### src/rtl/bridge_pri_status.sv
module bridge_pri_status #(
  parameter logic [15:0] RESET_VAL = 16'h0080
) (
  input  logic        clk,
  input  logic        rst_n,
  input  logic        wr_en,
  input  logic [1:0]  wr_be,
  input  logic [15:0] wr_data,
  output logic [15:0] rd_data,
  input  logic        perr_resp_en,
  input  logic        serr_en,
  input  logic        ev_link_perr,
  input  logic        ev_bus_perr,
  input  logic        ev_rx_mabort,
  input  logic        ev_rx_tabort,
  input  logic        ev_sig_tabort,
  output logic        nmi_req
);

  localparam logic [15:0] W1C_MASK = 16'hF900;
  localparam logic [15:0] RO_VAL   = RESET_VAL & ~W1C_MASK;

  logic [15:0] flags_q;
  logic [15:0] set_vec;
  logic [15:0] clr_vec;
  logic        bus_perr_set;

  assign bus_perr_set = ev_bus_perr & perr_resp_en;

  always_comb begin
    set_vec     = '0;
    set_vec[15] = ev_link_perr;
    set_vec[14] = bus_perr_set;
    set_vec[13] = ev_rx_mabort;
    set_vec[12] = ev_rx_tabort;
    set_vec[11] = ev_sig_tabort;
    set_vec[8]  = ev_link_perr & perr_resp_en;
  end

  assign clr_vec = {16{wr_en}} & {{8{wr_be[1]}}, {8{wr_be[0]}}} & wr_data & W1C_MASK;

  always_ff @(posedge clk) begin
    if (!rst_n) begin
      flags_q <= '0;
      nmi_req <= 1'b0;
    end else begin
      flags_q <= ((flags_q & ~clr_vec) | set_vec) & W1C_MASK;
      nmi_req <= bus_perr_set & serr_en & ~flags_q[14];
    end
  end

  assign rd_data = flags_q | RO_VAL;


  ro_bits_chk: assert property (@(posedge clk) disable iff (!rst_n)
    (rd_data & ~W1C_MASK) == 16'h0080);


  set_wins_chk: assert property (@(posedge clk) disable iff (!rst_n)
    ev_rx_mabort |=> rd_data[13]);


  w1c_clear_chk: assert property (@(posedge clk) disable iff (!rst_n)
    (wr_en && wr_be[1] && wr_data[12] && !ev_rx_tabort) |=> !rd_data[12]);


  dpd_gate_chk: assert property (@(posedge clk) disable iff (!rst_n)
    $rose(rd_data[8]) |-> $past(ev_link_perr && perr_resp_en));


  nmi_pulse_chk: assert property (@(posedge clk) disable iff (!rst_n)
    nmi_req |=> !nmi_req);


  nmi_cause_chk: assert property (@(posedge clk) disable iff (!rst_n)
    nmi_req |-> (rd_data[14] && $past(serr_en) && !$past(rd_data[14])));

endmodule

### config.mk
export PLATFORM = sky130hd
export DESIGN_NAME = bridge_pri_status
export DESIGN_NICKNAME = d
export VERILOG_FILES = /design/src/rtl/bridge_pri_status.sv
export SDC_FILE = /design/constraint.sdc
export NUM_CORES = 1
export LEC_CHECK = 0
export BUFFER_PORTS_ARGS = -buffer_cell sky130_fd_sc_hd__buf_2
export CORE_MARGIN = 2
export CORE_UTILIZATION = 25
export DETAILED_ROUTE_END_ITERATION = 16
export PLACE_DENSITY = 0.65
export SLEW_MARGIN = 20
export SYNTH_ARGS = -nofsm -noshare
export SYNTH_HDL_FRONTEND = slang
export SYNTH_SLANG_ARGS = --single-unit
### constraint.sdc
create_clock -name clk -period 2 [get_ports clk]
set_input_delay 0.3 -clock clk [delete_from_list [all_inputs] [get_ports clk]]
set_output_delay 0.3 -clock clk [all_outputs]
set_load 0.02 [all_outputs]
==> results.txt <==
45 I/O pins were placed. The buffer and inverter count on the worst path is 1. The critical path goes through buf_2. The core footprint is 1318 µm². The part of the total power dissipated in combinational logic came out at 0.212. No sink is reached through more buffers than the 2 on the longest clock path. The flow ran to the end, and the final reports show no timing, DRC or antenna violations. The total via count in the routed design is 327. At the placement stage, the worst setup path has a slack of 1.110 ns. The peak per-stage delay on the critical path came out at 0.34 ns. The clock network fraction of total power is 0.363. The design internal power came out at 0.2536 mW. Port buffering added 23 buffers. In this run the power spent charging and discharging nets is 0.1092 mW. In this run, synthesis produced a sequential element count of 7.

The antenna cell count is 0. The share of final-layout standard cells stronger than drive strength 1 is 0.4328. The TritonCTS buffer count is 3. The die area came out at 1733 µm². The remaining global-route overflow came out at 0. The clock drives 7 sinks. The netlist area before placement is 354.1 µm². The maximum number of pins on one net before global-route repair is 7.

The hold slack came out at 0.2320 ns. The final setup skew is 0.00007577 ns. The DRC violation count after routing is 0.

The synthesized instance count came out at 42. The post-route worst setup slack is 0.9383 ns. The fraction of the cycle the final worst path needs came out at 0.5309.

STA puts the critical path data required time at 1.70 ns. Derived from the worst setup path, the maximum achievable clock frequency is 941.9 MHz. The fraction of power spent switching nets came out at 0.3010.

The synthesized area per cell is 8.431 µm². The number of nets at the end of the flow came out at 96. The share of total power dissipated in sequential elements is 0.425.

The synthesis-to-finish area growth is 32.51%. The total power consumption of the routed design came out at 0.3629 mW. The cell total after placement is 78. The wire length of the first global-routing pass came out at 1.248 mm. The kind of cell with the highest combined delay along the critical path is flip-flops.

Summed over all layers, the routed wires come to 798 µm. The global-route usage over all layers came out at 0.1004. Clock-pin slew was measured on the worst setup and hold paths at 0.06 ns.

The initial antenna violation count was 0. Once detail routing completed, the nets flagged for antenna violations numbered 0. The via count of the first global-routing pass came to 305.

The post-route cell area came out at 469.2 µm². The worst setup path is captured at an output pin. The detailed router finished its first iteration with 7 violations.

The final core utilization came out at 0.3561. The floorplan row count is 13. The placed instance area came out at 442.9 µm². The HPWL reported at the end of detailed placement came out at 610.9 µm.

The class of the tightest hold or removal check is in2reg. The cell with the largest stage delay on the worst path is dfxtp_1. TritonCTS built the clock tree. The total count of max-transition violations in the final report came out at 0. The number of setup buffers added after CTS is 0. The number of cells upsized or downsized after cts is 0. In this run the number of H-tree levels came out at 1. The fraction of the yosys area taken by sequential cells is 0.3958. The length of the first detailed-routing pass in iterations came out at 4.

The per-cell via count in the routed design is 3.988. In this run the worst path has a maximum fanout of 3. The overall die height is 41.64 µm.

The leakage power of the design is 0.2614 nW. The number of endpoints with negative hold slack in the final report is 0. The horizontal die dimension is 41.64 µm. After detailed routing, the average wire length per cell comes to 9.732 µm.

The count of placed standard cells in the final layout, fillers left out is 82. The number of library cell types mapped by synthesis is 13. Setup repair after global routing left no endpoint under its margin.

The total of endpoints with negative setup slack in the final report came out at 0. The cell at the root of the clock tree is clkbuf_4. The data arrival at the endpoint of the critical path is 0.76 ns.

For this configuration, the core starts out at a cell density of 0.2688. The shortest clock period the worst path allows after layout came out at 1.062 ns. The hold buffer count at cts is 0.

The clock reaches the later pin of the worst-skew pair after 0.25 ns. The count of synthesis-stage warnings from yosys came out at 0. The class of the most critical setup path is reg2out. The setup TNS is 0 ns.

The total power divided by cell area is 773.4 nW/µm². STA classifies the critical path startpoint as a flop. The peak ir drop on the vdd network came out at 0.0002424 V.

The routability congestion estimate from global placement came out at 0.6427. The tool flagged a number of max-cap violations equal to 0.
## sequential cells by signal, summed over array words and instances (netlist names)
register,flops
flags_q,6
nmi_req,1
## cell type report
cell class,count,area [µm²]
multi-input cells,28,150.1
clock buffers,4,26.28
well taps,15,18.77
flip-flops and latches,7,140.1
repair buffers,23,115.1
inverters,5,18.77
fillers,146,848.3
## power by group through the flow
stage | registers (mW) | logic (mW) | clock network, mW
finish | 0.154 | 0.0770 | 0.132
global route | 0.155 | 0.0838 | 0.149
CTS | 0.154 | 0.0777 | 0.141
detailed placement | 0.157 | 0.0772 | 0
global placement | 0.157 | 0.0761 | 0
floorplan | 0.169 | 0.0490 | 0
## layout by cell type (no fill, tap or decap)
cell / netlist / final
buf_2: 0 / 23
a31oi_1: 5 / 5
a21oi_1: 1 / 1
and2_4: 1 / 1
dfxtp_1: 7 / 7
a21bo_2: 1 / 1
a311oi_2: 1 / 1
inv_1: 5 / 5
clkbuf_4: 0 / 3
conb_1: 2 / 10
nand2_1: 3 / 3
nor3_1: 1 / 1
clkbuf_1: 0 / 1
o21ai_0: 4 / 4
nand2b_1: 1 / 1
## logic make-up (layout without fill, tap and decap cells)
logic type,after synthesis,in the layout,synth area share
and+or+nand+nor,6,6,0.08834
AOI/OAI and AO/OA,12,12,0.2297
DFF,7,7,0.3957
buffers and inverters,15,32,0.2650
other,2,10,0.02121
## worst paths after layout
kind	start	to	slack [ns]	cells past startpoint
setup / recovery	flags_q[14]$_SDFF_PN0_	rd_data[14]	0.94	1
hold / removal	wr_data[11]	flags_q[11]$_SDFF_PN0_	0.23	2
setup reg to reg	flags_q[8]$_SDFF_PN0_	flags_q[8]$_SDFF_PN0_	1.24	2
hold reg to reg	flags_q[14]$_SDFF_PN0_	nmi_req$_SDFF_PN0_	0.44	1
## metal layers
| metal | vias up | track usage | wire (µm) |
|---|---|---|---|
| met1 | 140 | 0.09737 | 325 |
| met2 | 18 | 0.1656 | 401 |
| met3 | 0 | 0.05652 | 72 |
| li1 | 169 | - | - |
| met4 | 0 | 0.05806 | 0 |
| met5 | - | 0 | 0 |
## synthesized netlist by cell type
| cell type | number | area share |
|---|---|---|
| a21bo_2 | 1 | 0.028 |
| a21oi_1 | 1 | 0.014 |
| a311oi_2 | 1 | 0.042 |
| a31oi_1 | 5 | 0.088 |
| and2_4 | 1 | 0.025 |
| buf_4 | 10 | 0.21 |
| conb_1 | 2 | 0.021 |
| dfxtp_1 | 7 | 0.40 |
| inv_1 | 5 | 0.053 |
| nand2_1 | 3 | 0.032 |
| nand2b_1 | 1 | 0.018 |
| nor3_1 | 1 | 0.014 |
| o21ai_0 | 4 | 0.057 |
No activity file was read; power rests on OpenSTA's default activity.
